`src/rtl/mmf_pkg.sv`:
```
package mmf_pkg;

    localparam int unsigned WORD_W = 32;

    typedef logic [WORD_W-1:0] word_t;

    // Transfers completed at the coming edge
    typedef struct packed {
        logic wr_ok;
        logic rd_ok;
    } xfer_t;

    function automatic logic lvl_at_least(int unsigned lvl, int unsigned thr);
        return lvl >= thr;
    endfunction

    function automatic logic lvl_at_most(int unsigned lvl, int unsigned thr);
        return lvl <= thr;
    endfunction

endpackage

```
`src/rtl/mmf_ptr.sv`:
```
module mmf_ptr #(
    parameter int unsigned AW = 3
) (
    input  logic        clk,
    input  logic        rst,
    input  logic        adv,
    output logic [AW:0] ptr
);
    // Index bits plus one wrap bit
    always_ff @(posedge clk) begin
        if (rst)      ptr <= '0;
        else if (adv) ptr <= ptr + 1'b1;
    end
endmodule

```
`src/rtl/mmf_store.sv`:
```
module mmf_store
    import mmf_pkg::*;
#(
    parameter int unsigned AW = 3
) (
    input  logic          clk,
    input  logic          we,
    input  logic [AW-1:0] waddr,
    input  word_t         wdata,
    input  logic [AW-1:0] raddr,
    output word_t         rdata
);
    localparam int unsigned DEPTH = 1 << AW;

    word_t mem [DEPTH];

    always_ff @(posedge clk) begin
        if (we) mem[waddr] <= wdata;
    end

    // Combinational read gives zero read latency
    assign rdata = mem[raddr];
endmodule

```
`src/rtl/mmf_status.sv`:
```
module mmf_status
    import mmf_pkg::*;
#(
    parameter int unsigned LVL_W     = 4,
    parameter bit          ENABLE    = 1'b1,
    parameter int unsigned AF_LEVEL  = 6,
    parameter int unsigned AE_LEVEL  = 2
) (
    input  logic [LVL_W-1:0] level,
    output logic [LVL_W-1:0] fill_level,
    output logic             almost_full,
    output logic             almost_empty
);
    generate
        if (ENABLE) begin : g_on
            assign fill_level   = level;
            assign almost_full  = lvl_at_least(int'(level), AF_LEVEL);
            assign almost_empty = lvl_at_most(int'(level), AE_LEVEL);
        end else begin : g_off
            assign fill_level   = '0;
            assign almost_full  = 1'b0;
            assign almost_empty = 1'b0;
        end
    endgenerate
endmodule

```
`src/rtl/mm_fifo.sv`:
```
module mm_fifo
    import mmf_pkg::*;
#(
    parameter int unsigned DEPTH_LOG2   = 3,
    parameter bit          BACKPRESSURE = 1'b1,
    parameter bit          STATUS_EN    = 1'b1,
    parameter int unsigned AF_LEVEL     = 6,
    parameter int unsigned AE_LEVEL     = 2
) (
    input  logic                  clk,
    input  logic                  rst,
    input  logic                  wr_write,
    input  logic [31:0]           wr_writedata,
    output logic                  wr_waitrequest,
    input  logic                  rd_read,
    output logic [31:0]           rd_readdata,
    output logic                  rd_waitrequest,
    output logic [DEPTH_LOG2:0]   fill_level,
    output logic                  almost_full,
    output logic                  almost_empty
);
    localparam int unsigned AW    = DEPTH_LOG2;
    localparam int unsigned LVL_W = AW + 1;
    localparam int unsigned DEPTH = 1 << AW;

    logic [AW:0]      wptr, rptr;
    logic [LVL_W-1:0] level;
    logic             is_full, is_empty;
    word_t            head, last_q;
    xfer_t            xf;

    assign level    = wptr - rptr;
    assign is_full  = (wptr[AW] != rptr[AW]) && (wptr[AW-1:0] == rptr[AW-1:0]);
    assign is_empty = (wptr == rptr);

    generate
        if (BACKPRESSURE) begin : g_stall
            assign wr_waitrequest = is_full;
            assign rd_waitrequest = is_empty;
        end else begin : g_drop
            assign wr_waitrequest = 1'b0;
            assign rd_waitrequest = 1'b0;
        end
    endgenerate

    // A full buffer never takes a write, even beside a read in the same cycle
    always_comb begin
        xf.wr_ok = wr_write && !wr_waitrequest && !is_full;
        xf.rd_ok = rd_read  && !rd_waitrequest && !is_empty;
    end

    mmf_ptr #(.AW(AW)) u_wptr (.clk(clk), .rst(rst), .adv(xf.wr_ok), .ptr(wptr));
    mmf_ptr #(.AW(AW)) u_rptr (.clk(clk), .rst(rst), .adv(xf.rd_ok), .ptr(rptr));

    mmf_store #(.AW(AW)) u_store (
        .clk   (clk),
        .we    (xf.wr_ok),
        .waddr (wptr[AW-1:0]),
        .wdata (wr_writedata),
        .raddr (rptr[AW-1:0]),
        .rdata (head)
    );

    always_ff @(posedge clk) begin
        if (rst)           last_q <= '0;
        else if (xf.rd_ok) last_q <= head;
    end

    assign rd_readdata = is_empty ? last_q : head;

    mmf_status #(
        .LVL_W    (LVL_W),
        .ENABLE   (STATUS_EN),
        .AF_LEVEL (AF_LEVEL),
        .AE_LEVEL (AE_LEVEL)
    ) u_status (
        .level        (level),
        .fill_level   (fill_level),
        .almost_full  (almost_full),
        .almost_empty (almost_empty)
    );

    // ---------------- assertions ----------------
    assert_level_bound_R7: assert property (@(posedge clk) disable iff (rst)
        level <= LVL_W'(DEPTH));

    assert_level_step_R7: assert property (@(posedge clk) disable iff (rst)
        !rst |=> level == $past(level) + LVL_W'($past(xf.wr_ok)) - LVL_W'($past(xf.rd_ok)));

    assert_reset_state_R10: assert property (@(posedge clk)
        rst |=> (level == '0) && (rd_readdata == '0));

    generate
        if (BACKPRESSURE) begin : g_chk_stall
            assert_no_overflow_R2: assert property (@(posedge clk) disable iff (rst)
                (level == LVL_W'(DEPTH)) |-> wr_waitrequest);
            assert_no_underflow_R3: assert property (@(posedge clk) disable iff (rst)
                (level == '0) |-> rd_waitrequest);
            assert_full_meet_R5: assert property (@(posedge clk) disable iff (rst)
                (level == LVL_W'(DEPTH) && wr_write && rd_read) |=> !wr_waitrequest);
        end else begin : g_chk_drop
            assert_full_drop_R9: assert property (@(posedge clk) disable iff (rst)
                (level == LVL_W'(DEPTH) && wr_write && !rd_read) |=> (level == LVL_W'(DEPTH)) && $stable(wptr));
            assert_empty_hold_R9: assert property (@(posedge clk) disable iff (rst)
                (level == '0 && rd_read && !wr_write) |=> $stable(rd_readdata) && (level == '0));
        end
    endgenerate
endmodule

```
`config.mk`:
```
export PLATFORM = sky130hd
export DESIGN_NAME = mm_fifo
export DESIGN_NICKNAME = d
export VERILOG_FILES = /design/src/rtl/mmf_pkg.sv /design/src/rtl/mmf_ptr.sv /design/src/rtl/mmf_store.sv /design/src/rtl/mmf_status.sv /design/src/rtl/mm_fifo.sv
export SDC_FILE = /design/constraint.sdc
export NUM_CORES = 1
export LEC_CHECK = 0
export CAP_MARGIN = 20
export CORE_ASPECT_RATIO = 1.2
export CORE_UTILIZATION = 40
export DETAILED_ROUTE_END_ITERATION = 8
export DONT_BUFFER_PORTS = 1
export HOLD_SLACK_MARGIN = 0.03
export PLACE_DENSITY_LB_ADDON = 0.25
export SYNTH_ARGS = -nofsm -noshare
export SYNTH_HDL_FRONTEND = slang
export SYNTH_SLANG_ARGS = --single-unit
```
`constraint.sdc`:
```
create_clock -name clk -period 5.35 [get_ports clk]
set_input_delay 1.07 -clock clk [delete_from_list [all_inputs] [get_ports clk]]
set_output_delay 1.07 -clock clk [all_outputs]
set_load 0.02 [all_outputs]
```
# Yosys cells after proc, flatten, opt, wreduce, memory -nomap -nowiden
# Memories as Yosys holds them, arrays and structs flattened. A register that Yosys moved wholly into a read port is not among the register bits.
# Cells that the tools add are included.
dict set report totals {
  inputBits 36
  register_bits 40
  elab_cells 24
  memories 1
  ramBits 256
}
# memory depth width rd rd_ports_with_merged_regs wr line_no
set mem_list {}
lappend mem_list {u_store.mem 8 32 1 1 1 mmf_store.sv:15} ;# word_t mem [DEPTH];
dict set report classes {
  reduce_logical 7
  magnitude_cmp 2
  muxes 5
  eq_ne 3
  n_addsub 3
}
# op count
set op_table {}
lappend op_table {{$mux 32} 1}
lappend op_table {{$add 4x1->4 const B} 2}
lappend op_table {{$mux 3} 2}
lappend op_table {{$logic_and 1x1->1} 5}
lappend op_table {{$eq 4x4->1} 1}
lappend op_table {{$ge 4x3->1 const B} 1}
lappend op_table {{$le 4x2->1 const B} 1}
lappend op_table {{$sub 4x4->4} 1}
lappend op_table {{$eq 3x3->1} 1}
lappend op_table {{$logic_not 1->1} 2}
lappend op_table {{$mux 1} 2}
lappend op_table {{$ne 1x1->1} 1}

# Longest topological paths before layout
# Gate-level depths: netlist (run 1).
dict set report depth {
  word_depth 7
  depth_mapped 8
}

# Hierarchy
# From an unflattened synthesis (run 1), not the netlist that was laid out.
dict set report unflattened {
  hier_cells 616
  area_unflattened_um2 12032.8
}
# module cells_per_inst n_inst seq_area_each_um2 area_each_um2
set modules_own_cells {}
lappend modules_own_cells {mmf_store 383 1 7687.4 9825.7}
lappend modules_own_cells {mm_fifo 195 1 640.6 1799.2}
lappend modules_own_cells {mmf_ptr 16 2 80.1 178.9}
lappend modules_own_cells {mmf_status 6 1 0.0 50.0}

# Worst setup path before layout (run 1)
# Ideal clock, no wire load.
dict set report synth_timing {
  path_type {input port to flip-flop}
  from {in wr_write}
  to {mem u_store.mem[1][0] in the netlist's numbering, enable pin}
  required_ns 4.889
  stages 3
  n_path_buf 0
  setup_slack_ns 1.147
  t_arrival_ns 3.742
  cell_sequence {o21ai_0 > or2_2 > nor3_1}
}
dict set report synth_via {
  elab_chain_len 4
}
# item line_no
set synth_lines {}
lappend synth_lines {{start: declaration} mm_fifo.sv:12} ;# input logic wr_write,
lappend synth_lines {{$logic_and 1x1->1 (2 in a row)} mm_fifo.sv:48} ;# xf.wr_ok = wr_write && !wr_waitrequest && !is_full;
lappend synth_lines {{$mux 1} mmf_store.sv:18} ;# if (we) mem[waddr] <= wdata;
lappend synth_lines {{$mux 1 (implied by the code)} mmf_store.sv:18}
lappend synth_lines {{end: declaration} mmf_store.sv:15}
# No other way between the ends.

# Worst setup path after layout (run 1)
dict set report layout_timing {
  from {reg u_rptr.ptr[1]}
  to {out rd_readdata[27]}
}
dict set report layout_via {
  elab_chain_len 2
}
# item line_no
set layout_lines {}
lappend layout_lines {{start: declaration} mmf_ptr.sv:7} ;# output logic [AW:0] ptr
lappend layout_lines {{start signal: assignment} mmf_ptr.sv:12} ;# else if (adv) ptr <= ptr + 1'b1;
lappend layout_lines {{$eq 4x4->1} mm_fifo.sv:34} ;# assign is_empty = (wptr == rptr);
lappend layout_lines {{via rd_waitrequest} mm_fifo.sv:17} ;# output logic rd_waitrequest,
lappend layout_lines {{$mux 32} mm_fifo.sv:69} ;# assign rd_readdata = is_empty ? last_q : head;
lappend layout_lines {{end: declaration} mm_fifo.sv:16} ;# output logic [31:0] rd_readdata,
# The timed path passes the listed nets, and every way through them passes these cells.

==> impl_metrics.yaml, run 1 <==
critical_path:
  arrival_ns: 3.09
  rr_worst_depth: 6
  critPathMaxFanout: 38
  reg2reg_to: "u_store.mem[5][23]$_DFFE_PP_"
  crit_start: "u_rptr.ptr[1]$_SDFFE_PP0P_"
  r2r_slack_ns: 2.08
  critPathCapture: "rd_readdata[27]"
  startpoint_type: "register"
  cp.required_ns: 4.28
  crit_type: "reg -> out"
  endpoint_kind: "primary output"
  rr_startpoint: "u_wptr.ptr[1]$_SDFFE_PP0P_"
sta:
  setup_violations: 0
  worst_pin_slew_ns: 1.06
  period_share: 0.778
  fin_crit_ns: 4.16
  maxSlewViolCount: 0
  rsz0062_at_grt: "false"
  setup_slack_ns: 1.19
  maxSlewHeadroom: 0.290
  hold_viol: 0
  fin_tns_setup_ns: 0
  fmax_mhz: 240
  clock_skew_ns: 0.00906
logic_synthesis:
  synth_top_cell_area_share: 0.664
  ys_types: 37
  avgSynthCellArea_um2: 19.6
  yosysTopAreaCell: "edfxtp_1"
  async_flop_share: 0
  synthTopCellsByArea: "edfxtp_1 (66%), mux4_2 (12%), dfxtp_1 (7.4%)"
  syn_nets: 632
  synth_cells: 590
  netlist_top_cells_count: "edfxtp_1 (256), mux4_2 (64), dfxtp_1 (43)"
  yosys_register_bits: 299
  synth_top_flop_cell: "edfxtp_1"
  yosysMostFrequentCell: "edfxtp_1"
  synth-seq-area-share: 0.739
  syn_area_um2: 11600
  synth-edff-count: 256
  synth_warnings: 0
drt:
  wl_per_cell_um: 22.9
  drtPass1Iterations: 5
  routed_wl_um: 22900
  drc: 0
  dr.first_iter.drc_count: 262
  via_per_inst: 5.36
  num_vias: 5350
  ant_nets: 0
clocking:
  cts.sink_count: 299
  ctsResizeCount: 0
  cts_tree: "yes"
  clk_path_buf_depth: 3
  postCtsSetupBuffers: 0
  clk_pin_slew_ns: 0.06
  worstSkewPairLatency_ns: 0.53
  cts_made_buffers: 27
  htreeDepth: 1
  clockRootBuffer: "clkbuf_16"
  cts_hold_buffers: 0
placed_design:
  gp_congestion: 0.738
  pre_cts_ws_ns: 1.68
  io_buffers: 0
  hpwl_um: 13100
  numPlacedInstances: 949
power:
  internal_power_mw: 3.93
  p_clk_frac: 0.354
  p_switching_mw: 1.33
  power.density_nw_per_um2: 408
  combPwrFrac: 0.134
  ir_worst_vdd_mv: 0.217
  p_leak_nw: 3.92
  pwr-share-seq: 0.512
  swShare: 0.254
layout:
  multiInputGateArea_um2: 2870
  instances_no_fill: 998
  syn2layout_area_growth_pct: 11.4
  nFillCells: 2412
  layout-drive-gt1-share: 0.237
  seq_area_um2: 8560
  fin_nets: 641
  antenna_cells: 0
global_route:
  grt_pass1_wl_um: 35300
  grt_pass1_vias: 5869
  grt-ovfl-total: 0
  antenna_found_initial: 0
  grt_max_degree: 65
  grt_util_met2: 0.282
  gr-max-usage-layer: "met2"
  grtUsageTotal: 0.162
  grt_util_met1: 0.203
  global_route.usage.met3: 0.0327
status:
  status: "finished, final reports clean"
die:
  io_pins: 76
  initial_utilization: 0.411
  die_height_um: 188
  core_area_um2: 28200
  die-area_um2: 29600
  rows: 67
  die_x_um: 157
hold_path:
  min_path_cells: 1
  hold_path.class: "reg -> reg"
run:
  drv_cap: 0
flip-flops by register name (all words and copies together), names as in the netlist, named ones only:
signal / cells
u_wptr.ptr: 4
last_q: 32
u_rptr.ptr: 4
u_store.mem: 256
worst max-delay path, cell delays in order, from the launching register on:
cell and delay [ns]:
dfxtp_1 0.43, inv_1 0.08, ha_1 0.30, nand3_1 0.28, nor2_4 0.69, buf_4 0.41
nand2_1 0.09, o21ai_0 0.25
cell families after synthesis:
family | Yosys count | share of synthesized area
DFF | 299 | 0.739
adders and majority gates | 6 | 0.00714
xor gates and xnor gates | 8 | 0.00670
buffers and inverters | 41 | 0.0190
AOI/OAI and AO/OA | 75 | 0.0515
muxes | 98 | 0.154
and+or+nand+nor | 63 | 0.0230
worst min path at each step:
stage                            startpoint                       to  slack [ns]
floorplan           last_q[10]$_SDFFE_PP0P_  last_q[10]$_SDFFE_PP0P_        0.43
global placement    last_q[11]$_SDFFE_PP0P_  last_q[11]$_SDFFE_PP0P_        0.44
detailed placement  last_q[10]$_SDFFE_PP0P_  last_q[10]$_SDFFE_PP0P_        0.45
CTS                 last_q[10]$_SDFFE_PP0P_  last_q[10]$_SDFFE_PP0P_        0.47
global route        last_q[18]$_SDFFE_PP0P_  last_q[18]$_SDFFE_PP0P_        0.47
finish              last_q[12]$_SDFFE_PP0P_  last_q[12]$_SDFFE_PP0P_        0.46
metrics by stage:
stage / total power [mW] / hold slack [ns] / instance area (µm²) / util
after detailed placement: 3.47 / 0.446 / 12000 / 0.427
after floorplan: 3.32 / 0.432 / 11600 / -
final: 5.26 / 0.463 / 12900 / 0.458
after CTS: 5.32 / 0.466 / 12900 / 0.458
after global routing: 5.46 / 0.474 / 12900 / 0.458
after global placement: 3.46 / 0.444 / 12000 / 0.427
layout make-up:
type,count,area share
well taps,379,0.0368
clock inverters,8,0.00330
repair buffers,14,0.00815
clock buffers,41,0.0636
flip-flops and latches,299,0.664
multi-input cells,250,0.222
inverters,7,0.00204
cells in the final DEF (no fill, tap or decap), types with 7 or more instances in the layout:
cell	netlist	layout
buf_4	2	14
clkbuf_16	0	28
clkbuf_8	0	7
dfxtp_1	43	40
edfxtp_1	256	256
inv_1	7	7
mux2i_1	34	34
mux4_2	64	64
nand2_1	35	35
nor2_1	15	9
o21ai_0	34	34
o2bb2ai_1	22	22
o2bb2ai_2	9	9
metal layers:
metal	vias up	part of all wire
li1	2389	-
met1	2808	0.41
met2	115	0.51
met3	38	0.055
met4	0	0.022
met5	-	0
power groups by stage:
stage | Sequential [mW] | Combinational [mW] | Clock (mW)
finish | 2.69 | 0.705 | 1.86
global route | 2.71 | 0.764 | 1.99
CTS | 2.70 | 0.722 | 1.90
detailed placement | 2.75 | 0.722 | 0
global placement | 2.74 | 0.712 | 0
floorplan | 2.69 | 0.632 | 0
Note: power is estimated with default switching activity, not from simulation.
==> run 2: changes to the inputs <==
clock period = 3.8 ns   (was 5.35 ns; I/O delays follow)
==> impl_metrics.yaml, run 2 (synthesis gave the netlist of run 1 again) <==
status:
  status: "finished, final reports clean"
layout:
  fin_nets: 648
  largest_reg_flops: 256
  top_register: "u_store.mem"
  design_area_um2: 13100
  syn2layout_area_growth_pct: 12.8
  layout_common_cells: "edfxtp_1 (256), mux4_2 (64), dfxtp_1 (40)"
  final_common_cell: "edfxtp_1"
  layout-drive-gt1-share: 0.243
  reg_top3: "u_store.mem (256), last_q (32)"
  antenna_cells: 0
hold_path:
  min_from: "rst"
  hold_path.class: "in -> reg"
  min_path_cells: 1
critical_path:
  crit_type: "reg -> out"
  cp.required_ns: 3.04
  crit_start: "u_wptr.ptr[2]$_SDFFE_PP0P_"
  critPathTopFamily: "compound AO/OA/AOI/OAI gates"
  rr_worst_depth: 6
  critPathBufInv: 1
  reg2reg_to: "u_store.mem[4][11]$_DFFE_PP_"
  startpoint_type: "register"
  endpoint_kind: "primary output"
  r2r_slack_ns: 0.91
  critPathMaxFanout: 34
  rr_startpoint: "u_wptr.ptr[2]$_SDFFE_PP0P_"
  crit_slowest_cell: "o21ai_0"
  arrival_ns: 2.70
  worstPathCellList: "ha_1, nand3_1, nor2_4, buf_4, o21ai_0"
  slowest_delay_ns: 0.65
die:
  die_height_um: 188
  core_area_um2: 28200
  io_pins: 76
  die-area_um2: 29600
  die_x_um: 157
  rows: 67
  initial_utilization: 0.411
sta:
  worst_pin_slew_ns: 0.995
  fin_crit_ns: 3.46
  fmax_mhz: 289
  setup_violations: 0
  maxSlewHeadroom: 0.337
  maxSlewViolCount: 0
  timing.hold.ws_ns: 0.291
  period_share: 0.912
  hold_viol: 0
  fin_tns_setup_ns: 0
  clock_skew_ns: 0.0201
  rsz0062_at_grt: "false"
clocking:
  cts.sink_count: 299
  postCtsSetupBuffers: 0
  cts_made_buffers: 29
  cts_hold_buffers: 0
  clk_pin_slew_ns: 0.06
  clockRootBuffer: "clkbuf_16"
  ctsResizeCount: 0
  cts_tree: "yes"
  htreeDepth: 1
  worstSkewPairLatency_ns: 0.54
  clk_path_buf_depth: 3
power:
  p_total_mw: 7.55
  p_clk_frac: 0.363
  ir_worst_vdd_mv: 0.390
  p_switching_mw: 1.89
  pwr-share-seq: 0.498
  p_leak_nw: 3.99
  swShare: 0.251
  power.density_nw_per_um2: 578
  combPwrFrac: 0.139
  internal_power_mw: 5.66
global_route:
  grt_max_degree: 65
  grt-ovfl-total: 0
  grt_pass1_vias: 5888
  grt_pass1_wl_um: 35700
  grtUsageTotal: 0.164
  antenna_found_initial: 1
drt:
  num_vias: 5470
  routed_wl_um: 23200
  ant_nets: 0
  dr.first_iter.drc_count: 326
  wl_per_cell_um: 23.1
  drc: 0
  via_per_inst: 5.43
  drtPass1Iterations: 4
placed_design:
  postPlaceCellArea_um2: 12100
  hpwl_um: 13200
  io_buffers: 0
  gp_congestion: 0.738
run:
  drv_cap: 0
==> run 2: worst reg2reg max path: cells and delay by family (launching register included) <==
kind / cells / cell delay (ns)
AND/OR/NAND/NOR: 3 / 0.84
adder cells (fa/ha/maj): 1 / 0.35
AO/OA/AOI/OAI: 1 / 0.24
buffers and inverters: 1 / 0.51
flip-flops: 1 / 0.57
==> run 2: area by class of cell <==
type                       instances  area [µm²]
timing repair buffer              19         193
clock inverter                     6        33.8
fill                            2438       15100
inverter                           7        26.3
sequential                       299        8550
tap                              379         474
multi-input combinational        250        2880
clock buffer                      48         890
==> run 2: worst max path at each step <==
stage / endpoint / slack, ns / cells past startpoint
floorplan: u_store.mem[3][0]$_DFFE_PP_ / 0.53 / 5
global placement: rd_readdata[10] / 0.88 / 5
finish: rd_readdata[10] / 0.34 / 5
CTS: rd_readdata[10] / 0.26 / 5
global route: rd_readdata[10] / 0.12 / 5
detailed placement: rd_readdata[10] / 0.83 / 5
==> run 2: metrics by stage <==
step	util	setup WS [ns]	cells
3_5_place_dp	0.431	0.834	954
2_1_floorplan	-	0.526	590
6_report	0.463	0.336	1008
3_3_place_gp	0.431	0.878	954
4_1_cts	0.463	0.260	1008
5_1_grt	0.463	0.116	1008
==> run 2: per-layer routing <==
layer  up-vias  GRT usage  share of wire
met5         -          0        0.00056
met4         2     0.0392          0.017
met3        27     0.0287          0.039
met2       100      0.297           0.53
met1      2923      0.200           0.41
li1       2418          -              -
==> run 2: power groups by stage <==
stage	registers (mW)	clock network [mW]	logic (mW)
finish	3.75	2.74	1.05
floorplan	3.79	0	0.890
global route	3.77	2.94	1.14
CTS	3.76	2.81	1.08
detailed placement	3.83	0	1.07
global placement	3.82	0	1.06
